<file path="src/rtl/sdrd_pkg.sv">
package sdrd_pkg;
    localparam int RES_W   = 24;
    localparam int SUB_W   = 5;
    localparam int FRAME_W = RES_W + SUB_W + 3;

    typedef enum logic [1:0] {
        S_IDLE,
        S_POLL,
        S_SHIFT,
        S_HOLD
    } rd_state_t;
endpackage

</file>
<file path="src/rtl/sclk_divider.sv">
module sclk_divider #(
    parameter int DIV = 8
) (
    input  logic clk,
    input  logic rst_n,
    input  logic run,
    input  logic halt,
    output logic sclk,
    output logic rise_tick,
    output logic fall_tick
);
    localparam int CW = (DIV > 2) ? $clog2(DIV) : 1;
    localparam int LO = DIV - DIV / 2;

    logic [CW-1:0] cnt_q, cnt_nxt;

    assign cnt_nxt   = (cnt_q == CW'(DIV - 1)) ? '0 : cnt_q + 1'b1;
    assign rise_tick = run && (cnt_q == CW'(LO - 1));
    assign fall_tick = run && (cnt_q == CW'(DIV - 1));

    always_ff @(posedge clk) begin
        if (!rst_n || !run || halt) begin
            cnt_q <= '0;
            sclk  <= 1'b0;
        end else begin
            cnt_q <= cnt_nxt;
            sclk  <= (cnt_nxt >= CW'(LO));
        end
    end


    tick_exclusive_chk: assert property (@(posedge clk) disable iff (!rst_n)
        !(rise_tick && fall_tick));
endmodule

</file>
<file path="src/rtl/frame_capture.sv">
module frame_capture #(
    parameter int W = 32
) (
    input  logic         clk,
    input  logic         rst_n,
    input  logic         clear,
    input  logic         shift_en,
    input  logic         din,
    output logic [W-2:0] frame,
    output logic         full
);
    localparam int CNT_W = $clog2(W + 1);

    logic [CNT_W-1:0] bit_cnt;

    assign full = (bit_cnt == CNT_W'(W));

    always_ff @(posedge clk) begin
        if (!rst_n) begin
            bit_cnt <= '0;
            frame   <= '0;
        end else if (clear) begin
            bit_cnt <= '0;
        end else if (shift_en && !full) begin
            bit_cnt <= bit_cnt + 1'b1;
            frame   <= {frame[W-3:0], din};
        end
    end


    no_overshift_chk: assert property (@(posedge clk) disable iff (!rst_n)
        !(shift_en && full));
endmodule

</file>
<file path="src/rtl/frame_fields.sv">
module frame_fields
    import sdrd_pkg::*;
(
    input  logic [FRAME_W-2:0] frame,
    output logic [RES_W:0]     data,
    output logic [SUB_W-1:0]   sub,
    output logic               ovr,
    output logic               udr,
    output logic               dmy_err
);
    logic sign_bit, top_bit;

    always_comb begin
        dmy_err  = frame[FRAME_W-2];
        sign_bit = frame[RES_W + SUB_W];
        top_bit  = frame[RES_W + SUB_W - 1];
        data     = {~sign_bit, frame[SUB_W +: RES_W]};
        sub      = frame[SUB_W-1:0];
        ovr      = sign_bit && top_bit;
        udr      = !sign_bit && !top_bit;
    end
endmodule

</file>
<file path="src/rtl/sdadc_frame_reader.sv">
module sdadc_frame_reader
    import sdrd_pkg::*;
#(
    parameter int DIV     = 8,
    parameter int TIMEOUT = 100000
) (
    input  logic             clk,
    input  logic             rst_n,
    input  logic             abort_i,
    output logic             cs_n_o,
    output logic             sclk_o,
    input  logic             sdi_i,
    output logic             res_valid_o,
    input  logic             res_ready_i,
    output logic [RES_W:0]   res_data_o,
    output logic [SUB_W-1:0] res_sub_o,
    output logic             res_ovr_o,
    output logic             res_udr_o,
    output logic             res_frame_err_o,
    output logic             timeout_o
);
    localparam int TO_W = $clog2(TIMEOUT + 1);

    rd_state_t          state_q, state_d;
    logic [TO_W-1:0]    to_cnt_q;
    logic               rise_tick, fall_tick, frame_full, in_shift, poll_expire;
    logic [FRAME_W-2:0] frame;

    assign in_shift    = (state_q == S_SHIFT);
    assign poll_expire = (state_q == S_POLL) && sdi_i && (to_cnt_q == TO_W'(TIMEOUT - 1));

    sclk_divider #(.DIV(DIV)) u_div (
        .clk(clk), .rst_n(rst_n), .run(in_shift), .halt(abort_i),
        .sclk(sclk_o), .rise_tick(rise_tick), .fall_tick(fall_tick)
    );

    frame_capture #(.W(FRAME_W)) u_cap (
        .clk(clk), .rst_n(rst_n), .clear(!in_shift), .shift_en(rise_tick),
        .din(sdi_i), .frame(frame), .full(frame_full)
    );

    frame_fields u_dec (
        .frame(frame), .data(res_data_o), .sub(res_sub_o),
        .ovr(res_ovr_o), .udr(res_udr_o), .dmy_err(res_frame_err_o)
    );

    always_comb begin
        state_d = state_q;
        unique case (state_q)
            S_IDLE:  state_d = S_POLL;
            S_POLL:  if (abort_i)                     state_d = S_IDLE;
                     else if (!sdi_i)                 state_d = S_SHIFT;
            S_SHIFT: if (abort_i)                     state_d = S_IDLE;
                     else if (frame_full && fall_tick) state_d = S_HOLD;
            S_HOLD:  if (res_ready_i)                 state_d = S_IDLE;
            default: state_d = S_IDLE;
        endcase
    end

    always_ff @(posedge clk) begin
        if (!rst_n) begin
            state_q  <= S_IDLE;
            to_cnt_q <= '0;
        end else begin
            state_q <= state_d;
            if (state_q != S_POLL || poll_expire) to_cnt_q <= '0;
            else if (sdi_i)                       to_cnt_q <= to_cnt_q + 1'b1;
        end
    end

    always_comb begin
        cs_n_o      = !((state_q == S_POLL) || (state_q == S_SHIFT));
        res_valid_o = (state_q == S_HOLD);
        timeout_o   = poll_expire;
    end


    poll_no_clock_chk: assert property (@(posedge clk) disable iff (!rst_n)
        (state_q == S_POLL) |-> !sclk_o);

    sclk_idle_chk: assert property (@(posedge clk) disable iff (!rst_n)
        cs_n_o |-> !sclk_o);

    hold_stable_chk: assert property (@(posedge clk) disable iff (!rst_n)
        (res_valid_o && !res_ready_i) |=> (res_valid_o && $stable(res_data_o) && $stable(res_sub_o)));

    hold_cs_chk: assert property (@(posedge clk) disable iff (!rst_n)
        res_valid_o |-> cs_n_o);

    abort_cs_chk: assert property (@(posedge clk) disable iff (!rst_n)
        (abort_i && !cs_n_o) |=> (cs_n_o && !sclk_o));

    abort_wins_chk: assert property (@(posedge clk) disable iff (!rst_n)
        (abort_i && !cs_n_o) |=> !res_valid_o);

    timeout_poll_chk: assert property (@(posedge clk) disable iff (!rst_n)
        timeout_o |-> (!cs_n_o && sdi_i));
endmodule

</file>
<file path="config.mk">
export PLATFORM = sky130hd
export DESIGN_NAME = sdadc_frame_reader
export DESIGN_NICKNAME = d
export VERILOG_FILES = /design/src/rtl/sdrd_pkg.sv /design/src/rtl/sclk_divider.sv /design/src/rtl/frame_capture.sv /design/src/rtl/frame_fields.sv /design/src/rtl/sdadc_frame_reader.sv
export SDC_FILE = /design/constraint.sdc
export NUM_CORES = 1
export LEC_CHECK = 0
export BUFFER_PORTS_ARGS = -buffer_cell sky130_fd_sc_hd__buf_2
export CAP_MARGIN = 25
export CORE_UTILIZATION = 45
export DETAILED_ROUTE_END_ITERATION = 10
export HOLD_SLACK_MARGIN = 0.06
export PLACE_DENSITY = 0.68
export SYNTH_ARGS = -nofsm -noshare
export SYNTH_HDL_FRONTEND = slang
export SYNTH_HIERARCHICAL = 1
export SYNTH_SLANG_ARGS = --single-unit
export TNS_END_PERCENT = 50
</file>
<file path="constraint.sdc">
create_clock -name clk -period 1.76 [get_ports clk]
set_input_delay 0.176 -clock clk [delete_from_list [all_inputs] [get_ports clk]]
set_output_delay 0.176 -clock clk [all_outputs]
set_load 0.01 [all_outputs]
</file>
==> results of run 1 <==
layout make-up:
| class | instances | area, um2 |
|---|---|---|
| clock buffer | 11 | 151 |
| clock inverter | 4 | 73.8 |
| fill | 540 | 2600 |
| inverter | 12 | 50.0 |
| multi-input combinational | 188 | 1390 |
| sequential | 59 | 1200 |
| tap | 75 | 93.8 |
| timing repair buffer | 66 | 469 |
layer usage:
| layer | wire length (um) | part of all wire, % | track usage [%] |
|---|---|---|---|
| met4 | 78 | 1.4 | 9.46 |
| met3 | 232 | 4.3 | 6.67 |
| met2 | 2670 | 49 | 28.1 |
| met5 | 0 | 0 | 0 |
| met1 | 2420 | 45 | 19.5 |
power by group:
group	leakage, uW	total [uW]	internal [uW]	switching (uW)
sequential	0.000480	1340	1340	6.68
combinational	0.000735	131	63.1	67.7
clock	0.000115	1400	867	531
final timing paths:
check / start / to / slack, ns / cells after the start
max: u_cap/bit_cnt[1]$_SDFFE_PP0P_ / state_q[1]$_SDFFE_PN0P_ / -0.004 / 8
min reg2reg: u_div/cnt_q[0]$_SDFF_PP0_ / u_div/cnt_q[0]$_SDFF_PP0_ / 0.44 / 1
max reg2reg: u_cap/bit_cnt[1]$_SDFFE_PP0P_ / state_q[1]$_SDFFE_PN0P_ / -0.004 / 8
min: abort_i / u_div/cnt_q[1]$_SDFF_PP0_ / 0.09 / 2
registers in the layout, indices dropped and copies added (netlist names):
register,cells
u_cap/frame,31
to_cnt_q,17
u_cap/bit_cnt,6
state_q,2
u_div/cnt_q,2
u_div/sclk,1
cells in the final DEF (no fill, tap or decap), types with 6 or more instances in the layout:
master	synthesis	routed
dfxtp_1	59	51
nand2_1	44	43
buf_2	0	41
mux2i_1	34	33
nor2_1	21	21
buf_4	31	19
xnor2_1	13	13
clkbuf_8	0	11
inv_1	12	9
nand4_1	8	8
nor4_1	8	8
nor3_1	7	6
ha_1	10	6
through the flow:
stage | cell area (um2) | util [%]
floorplan | 2850 | -
global placement | 2990 | 49.6
detailed placement | 2990 | 49.6
CTS | 3240 | 53.8
global route | 3430 | 56.9
finish | 3430 | 56.9
critical path, stage by stage (launching register included):
cell and delay (ns):
dfxtp_4 0.34, inv_2 0.06, ha_4 0.12, nor4b_4 0.32, and2_4 0.22, nand2_2 0.04
a211o_1 0.31, a22oi_1 0.16, nor2b_1 0.07
what timing repair did:
item / 4_1_cts / 5_1_grt
resized for setup: 6 / 25
endpoints found under the hold margin: 0 / 0
setup buffers: 2 / 8
cloned: 0 / 2
endpoints found under the setup margin: 1 / 30
pin swaps: 1 / 12
synth_stat cells:
library cell / instances / area [um2]
nand2_1: 44 / 165
or2_1: 1 / 6.26
a21boi_0: 1 / 7.51
xor2_1: 5 / 43.8
nor2b_1: 4 / 25.0
o41ai_1: 1 / 8.76
inv_1: 12 / 45.0
nand3_1: 4 / 20.0
o21ai_0: 1 / 5.00
clkbuf_1: 5 / 18.8
clkbuf_2: 1 / 5.00
nand2_2: 1 / 6.26
nand2b_1: 3 / 18.8
or4_4: 1 / 11.3
buf_4: 31 / 233
and2_2: 2 / 15.0
nor2_1: 21 / 78.8
nand4_1: 8 / 50.1
nand3b_1: 1 / 7.51
and2_1: 2 / 12.5
nor4b_4: 1 / 23.8
and3b_1: 1 / 8.76
mux2i_1: 34 / 340
dfxtp_1: 59 / 1180
buf_6: 4 / 45.0
a21oi_2: 1 / 8.76
xnor2_1: 13 / 114
nor4b_2: 1 / 15.0
a22oi_1: 1 / 7.51
ha_1: 10 / 125
a21oi_1: 4 / 20.0
and4bb_2: 1 / 12.5
a211o_1: 2 / 17.5
o311ai_4: 1 / 26.3
nor4_1: 8 / 50.1
nor3_1: 7 / 35.0
or3_2: 1 / 7.51
nand4_2: 2 / 25.0
cell families after synthesis:
kind of cell	share of synthesized area (%)
AOI/OAI and AO/OA	3.56
xor gates and xnor gates	5.54
adders and majority gates	4.40
buffers and inverters	12.2
DFF	41.5
muxes	12.0
and+or+nand+nor	20.9
==> out/summary.txt, run 1 <==
drt total wl: 5400 um
initial antenna violation count: 0
first-pass GRT wire length: 8490 um
io pins: 42
GPL Wtd Cong: 0.792
Placement Setup Slack: 0.0482 ns
Reg clk slew, reported paths: 0.06 ns
power density over cell area: 837 mW/mm2
final hold violation count: 0
CORE AREA: 0.00603 mm2
Hold Crit Class: input pin to register
final net count: 351
Hold WS: 0.0921 ns
vias in the first global route: 1928
Slew headroom: 69.9%
Syn Nets: 315
die width: 81.5 um
Area growth syn-to-layout: 20.5%
number of CTS-inserted buffers: 9
Post-Syn Area: 0.00285 mm2
cell count after synthesis: 300
Arrival @ worst endpoint: 1.98 ns
total power: 2870 uW
DR vias: 2079
startpoint types: register
slack of the critical path: -0.00374 ns
First-pass DRT Iterations: 4
DP HPWL: 3540 um
CP max FO: 4
placed cell count: 388
Chip Height: 81.5 um
CTS tree: yes
DRC viols: 0
fin cells: 415
synth unique cells: 38
critical path required time: 1.97 ns
DR iter-0 viols: 69
Max-Cap Viols: 0
die footprint: 0.00665 mm2
clk sinks: 59
FP Rows: 28
#FFs+latches synth: 59
Vias/cell: 5.01
Setup TNS: -0.00374 ns
root buf cell: clkbuf_8
grt ovf: 0
clock skew: 0.00686 ns
number of synthesis warnings: 6
Static Leak: 0.00133 uW
crit path capture type: register
endpoints failing setup: 1
final cycle utilization of the critical path: 100%
pin count of the biggest net entering global routing: 33
antenna-violating nets left: 0
wire length per cell: 13.0 um
Tot GR Track Use: 17.3%
Starting Density: 47.2%
Worst Tran Pin Value: 0.448 ns
RSZ-0062 raised after global routing: true
crit path kind: register to register
Max Fclk: 0.567 GHz
Final min period: 1.76 ns
H-tree Lvls: 3
post-synthesis sequential area ratio: 41.5%
share of layout cells above drive strength 1: 33.2%
Pins Over Slew Limit: 0
clk buf depth: 2
Worst-Skew Late Latency: 0.33 ns
count of input and output buffers: 41
outcome: finished with violations
mean post-synth cell area: 9.49 um2
failing checks: negative setup slack
Diodes inserted: 0
peak supply drop: 0.610 mV
Hold-fix buffers, CTS: 0
(Power assumes the default switching activity.)
==> inputs of run 2 (changes only) <==
--- a/config.mk
+++ b/config.mk
@@ -11,6 +11,7 @@
 export DETAILED_ROUTE_END_ITERATION = 10
 export HOLD_SLACK_MARGIN = 0.06
 export PLACE_DENSITY = 0.68
+export SKIP_LAST_GASP = 1
 export SYNTH_ARGS = -nofsm -noshare
 export SYNTH_HDL_FRONTEND = slang
 export SYNTH_HIERARCHICAL = 1
==> out/summary.txt, run 2 (synthesized netlist as in run 1, its figures left out) <==
outcome: finished with violations
failing checks: negative setup slack
clk sinks: 59 (unchanged)
Worst-Skew Late Latency: 0.33 ns (about the same)
startpoint types: register
power density over cell area: 838 mW/mm2 (+0.13%)
Max Fclk: 0.565 GHz (-0.31%)
RSZ-0062 raised after global routing: true
Vias/cell: 4.98 (-0.58%)
peak supply drop: 0.610 mV (about the same)
First-pass DRT Iterations: 4 (unchanged)
crit path kind: register to register
Sequential cell area: 0.00120 mm2 (unchanged)
Setup TNS: -0.00922 ns (-0.00549 ns)
DRC viols: 0 (unchanged)
commonest non-fill, non-tap cell in the layout: dfxtp_1
Worst Tran Pin Value: 0.447 ns (-0.00112 ns)
Chip Height: 81.5 um (unchanged)
FP Rows: 28 (unchanged)
vias in the first global route: 1928 (unchanged)
CTS tree: yes
Slew headroom: 69.9% (+0.076 points)
Critical R2R Launch: u_cap/bit_cnt[1]$_SDFFE_PP0P_
share of layout cells above drive strength 1: 32.9% (-0.29 points)
CORE AREA: 0.00603 mm2 (unchanged)
die width: 81.5 um (unchanged)
antenna-violating nets left: 0 (unchanged)
wire length per cell: 13.0 um (-0.33%)
Tot GR Track Use: 17.3% (unchanged)
die footprint: 0.00665 mm2 (unchanged)
endpoints failing setup: 1 (unchanged)
drt total wl: 5380 um (-0.33%)
io pins: 42 (unchanged)
Worst path depth: 8 (unchanged)
crit path capture type: register
Starting Density: 47.2% (unchanged)
final net count: 351 (unchanged)
max incr delay on CP: 0.34 ns (about the same)
number of CTS-inserted buffers: 9 (unchanged)
Reg2Reg Setup Slack: -0.009 ns (about the same)
DR iter-0 viols: 42 (-39%)
most flop-heavy register: u_cap/frame
Filler cells: 540 (unchanged)
Final min period: 1.77 ns (+0.00549 ns)
Placement Setup Slack: 0.0482 ns (unchanged)
Critical Path End: state_q[1]$_SDFFE_PN0P_
total power: 2870 uW (about the same)
Reg clk slew, reported paths: 0.06 ns (about the same)
H-tree Lvls: 3 (unchanged)
grt ovf: 0 (unchanged)
clock skew: 0.00710 ns (+0.000240 ns)
count of input and output buffers: 41 (unchanged)
Layout Cell Area excl Fill: 0.00342 mm2 (-0.15%)
Hold Crit Class: input pin to register
Hold-fix buffers, CTS: 0 (unchanged)
DP Area: 0.00299 mm2 (unchanged)
pin count of the biggest net entering global routing: 33 (unchanged)
multi-input logic area: 0.00139 mm2 (-0.36%)
Pins Over Slew Limit: 0 (unchanged)
RR Endpoint: state_q[1]$_SDFFE_PN0P_
Arrival @ worst endpoint: 1.98 ns (about the same)
clk buf depth: 2 (unchanged)
final hold violation count: 0 (unchanged)
first-pass GRT wire length: 8490 um (unchanged)
Diodes inserted: 0 (unchanged)
max reg flops: 31 (unchanged)
Max-Cap Viols: 0 (unchanged)
worst r2r path cells: 8 (unchanged)
Static Leak: 0.00133 uW (-0.17%)
Worst Setup SP: u_cap/bit_cnt[1]$_SDFFE_PP0P_
DP HPWL: 3540 um (unchanged)
WP buf/inv: 1 (unchanged)
initial antenna violation count: 0 (unchanged)
hold_sp: abort_i
final cycle utilization of the critical path: 101% (+0.31 points)
GPL Wtd Cong: 0.792 (unchanged)
DR vias: 2067 (-0.58%)
critical path required time: 1.97 ns (about the same)
largest registers: u_cap/frame x31, to_cnt_q x17, u_cap/bit_cnt x6
Area growth syn-to-layout: 20.3%
CP max FO: 4 (unchanged)
root buf cell: clkbuf_8
most frequent cells in the layout: 51 x dfxtp_1, 43 x nand2_1, 41 x buf_2
Hold WS: 0.0942 ns (+0.00206 ns)
slowest CP cell: dfxtp_4
worst-path cell chain: inv_2 > ha_4 > nor4b_4 > and2_4 > nand2_2 > a211o_1 > a22oi_1 > nor2b_1
slack of the critical path: -0.00922 ns (-0.00549 ns)
CP top delay family: simple AND/OR/NAND/NOR gates
-- run 2: repair_timing --
action	CTS	global route
gates resized for setup	6	23
buffers inserted	2	8
setup endpoints to repair	1	30
pin swaps	1	12
gates cloned	0	2
-- run 2: how the worst min path moves through the flow --
stage,to,slack [ns],depth (start not counted)
CTS,u_div/cnt_q[1]$_SDFF_PP0_,0.08,2
floorplan,u_div/cnt_q[1]$_SDFF_PP0_,0.25,1
global placement,u_div/cnt_q[0]$_SDFF_PP0_,0.41,1
detailed placement,u_div/cnt_q[0]$_SDFF_PP0_,0.43,1
finish,u_div/cnt_q[1]$_SDFF_PP0_,0.09,2
global route,u_div/cnt_q[1]$_SDFF_PP0_,0.09,2
-- run 2: area by class of cell --
type                    count  area share [%]
inverters                  12            1.46
clock inverters             4            2.16
well taps                  75            2.74
repair buffers             66            13.7
flip-flops and latches     59            35.0
multi-input cells         188            40.5
clock buffers              11            4.42
-- run 2: worst register-to-register path: stages, from the launching register on --
cell and delay [ns]:
dfxtp_4 0.34, inv_2 0.06, ha_4 0.12, nor4b_4 0.32, and2_4 0.22, nand2_2 0.04
a211o_1 0.31, a22oi_1 0.16, nor2b_1 0.07
-- run 2: per-layer routing --
layer | vias up | part of all wire [%] | global-route usage [%]
met5 | - | 0 | 0
met4 | 0 | 1.4 | 9.46
met3 | 8 | 4.2 | 6.67
met2 | 43 | 49 | 28.1
met1 | 959 | 45 | 19.5
li1 | 1057 | - | -
-- run 2: stage by stage --
step                      instances  utilization [%]
after global placement          388             49.6
after CTS                       405             53.8
after detailed placement        388             49.6
after floorplan                 300                -
final                           415             56.8
after global routing            415             56.8
-- run 2: report_power, final --
part           internal (uW)  switching [uW]
registers               1340            6.66
logic                   63.2            67.9
clock network            867             530
total                   2270             604
==> inputs of run 3 (changes only) <==
--- a/config.mk
+++ b/config.mk
@@ -5,12 +5,13 @@
 export SDC_FILE = /design/constraint.sdc
 export NUM_CORES = 1
 export LEC_CHECK = 0
-export BUFFER_PORTS_ARGS = -buffer_cell sky130_fd_sc_hd__buf_2
+export BUFFER_PORTS_ARGS = -buffer_cell sky130_fd_sc_hd__clkbuf_2
 export CAP_MARGIN = 25
 export CORE_UTILIZATION = 45
 export DETAILED_ROUTE_END_ITERATION = 10
 export HOLD_SLACK_MARGIN = 0.06
 export PLACE_DENSITY = 0.68
+export REMOVE_ABC_BUFFERS = 1
 export SKIP_LAST_GASP = 1
 export SYNTH_ARGS = -nofsm -noshare
 export SYNTH_HDL_FRONTEND = slang
==> out/summary.txt, run 3 (synthesized netlist as in run 1, its figures left out) <==
outcome: finished, final reports clean
Vias/cell: 4.96 (-0.45%)
final hold violation count: 0 (unchanged)
worst r2r path cells: 8 (unchanged)
placed cell count: 390 (+0.52%)
largest registers: u_cap/frame x31, to_cnt_q x17, u_cap/bit_cnt x6
worst-path cell chain: ha_4 > nand4_2 > or2_4 > nor3_2 > buf_2
Area growth syn-to-layout: 15.6%
critical path required time: 1.58 ns (-0.39 ns)
die footprint: 0.00665 mm2 (unchanged)
peak supply drop: 0.646 mV (+5.8%)
first-pass GRT wire length: 8480 um (about the same)
power density over cell area: 819 mW/mm2 (-2.3%)
Pins Over Slew Limit: 0 (unchanged)
RSZ-0062 raised after global routing: true
io pins: 42 (unchanged)
clock skew: 0.00496 ns (-0.00214 ns)
Hold-fix buffers, CTS: 0 (unchanged)
DP Area: 0.00299 mm2 (about the same)
Starting Density: 47.2% (unchanged)
CTS tree: yes
final net count: 347 (-1.1%)
pin count of the biggest net entering global routing: 22 (-33%)
most frequent cells in the layout: 53 x dfxtp_1, 44 x nand2_1, 40 x clkbuf_2
Max Fclk: 0.576 GHz (+1.9%)
multi-input logic area: 0.00137 mm2 (-1.5%)
clk buf depth: 2 (unchanged)
DR vias: 2033 (-1.6%)
slack of the critical path: 0.0233 ns (+0.0325 ns)
clk sinks: 59 (unchanged)
Reg clk slew, reported paths: 0.06 ns (about the same)
root buf cell: clkbuf_8
Final Util: 54.6% (-2.2 points)
share of layout cells above drive strength 1: 30.1% (-2.8 points)
Layout Cell Area excl Fill: 0.00329 mm2 (-3.9%)
GPL Wtd Cong: 0.836 (+5.5%)
initial antenna violation count: 0 (unchanged)
Worst Tran Pin Value: 0.429 ns (-0.0185 ns)
slowest CP cell: dfxtp_2
startpoint types: register
Chip Height: 81.5 um (unchanged)
DR iter-0 viols: 49 (+17%)
Arrival @ worst endpoint: 1.56 ns (-0.42 ns)
max reg flops: 31 (unchanged)
Final min period: 1.74 ns (-0.0325 ns)
H-tree Lvls: 3 (unchanged)
Hold Crit Class: input pin to register
Max-Cap Viols: 0 (unchanged)
grt ovf: 0 (unchanged)
max incr delay on CP: 0.35 ns (about the same)
Tot GR Track Use: 17.3% (-0.024 points)
drt total wl: 5070 um (-5.8%)
fin cells: 410 (-1.2%)
Slew headroom: 71.2% (+1.2 points)
DRC viols: 0 (unchanged)
DP HPWL: 3530 um (-0.29%)
Filler cells: 542 (+0.37%)
CORE AREA: 0.00603 mm2 (unchanged)
endpoints failing setup: 0 (-1)
wire length per cell: 12.4 um (-4.7%)
Static Leak: 0.00123 uW (-7.0%)
die width: 81.5 um (unchanged)
Worst-Skew Late Latency: 0.34 ns (about the same)
CP max FO: 2 (-2)
Diodes inserted: 0 (unchanged)
count of input and output buffers: 41 (unchanged)
most flop-heavy register: u_cap/frame
Sequential cell area: 0.00119 mm2 (-0.42%)
Placement Setup Slack: 0.0490 ns (+0.000816 ns)
crit path capture type: output pin
number of CTS-inserted buffers: 9 (unchanged)
crit path kind: register to output pin
First-pass DRT Iterations: 4 (unchanged)
antenna-violating nets left: 0 (unchanged)
FP Rows: 28 (unchanged)
hold depth: 2 (unchanged)
vias in the first global route: 1987 (+3.1%)
commonest non-fill, non-tap cell in the layout: dfxtp_1
final cycle utilization of the critical path: 98.7% (-1.8 points)
==> run 3: cell count changes in the layout (fill, tap and decap cells not counted), sizes merged <==
| cell | before | now |
|---|---|---|
| clkinv | 2 | 1 |
| buf | 64 | 22 |
| bufinv | 2 | 1 |
| clkbuf | 13 | 52 |
==> run 3: worst max-delay path, delay by kind of cell (launching register included) <==
kind	cells	cell delay [ns]
buf+inv	1	0.16
fa+ha+maj	1	0.14
simple gates	3	0.57
flops	1	0.35
==> run 3: path summary, 6_finish.rpt <==
check,from,endpoint,slack [ns]
worst max-delay path,to_cnt_q[0]$_SDFFE_PP0P_,timeout_o,0.02
worst min-delay path,abort_i,u_div/cnt_q[1]$_SDFF_PP0_,0.09
worst max register to register,u_cap/bit_cnt[0]$_SDFFE_PP0P_,state_q[1]$_SDFFE_PN0P_,0.08
worst min register to register,u_div/cnt_q[0]$_SDFF_PP0_,u_div/cnt_q[0]$_SDFF_PP0_,0.43
==> run 3: power breakdown <==
part           switching (uW)  internal (uW)
Sequential               6.77           1340
Combinational            59.9           43.1
Clock                     495            751
Total                     562           2130
==> run 3: area by class of cell <==
class	instances	area share [%]
sequential	59	36.3
clock buffer	12	5.02
timing repair buffer	62	11.8
tap	75	2.85
clock inverter	2	1.07
inverter	12	1.45
multi-input combinational	188	41.5
==> run 3: stage by stage <==
step                      power (uW)  TNS (ns)  hold WS, ns
after global placement          1470         0        0.421
after floorplan                 1420    -21.45        0.247
after detailed placement        1470         0        0.424
after CTS                       2730         0       0.0818
final                           2700         0       0.0948
after global routing            2800   -0.0736       0.0885
==> run 3: what timing repair did <==
action                     in CTS  in global routing
buffers inserted                5                  1
pin swaps                       3                  2
setup endpoints to repair       1                 20
gates resized for setup         9                 10
==> run 3: routing by layer <==
metal,vias to the layer above,wire (um),track usage [%]
met1,943,2170,17.3
met5,-,0,0
met4,0,85,7.50
met3,9,198,7.78
li1,1054,-,-
met2,27,2620,30.7
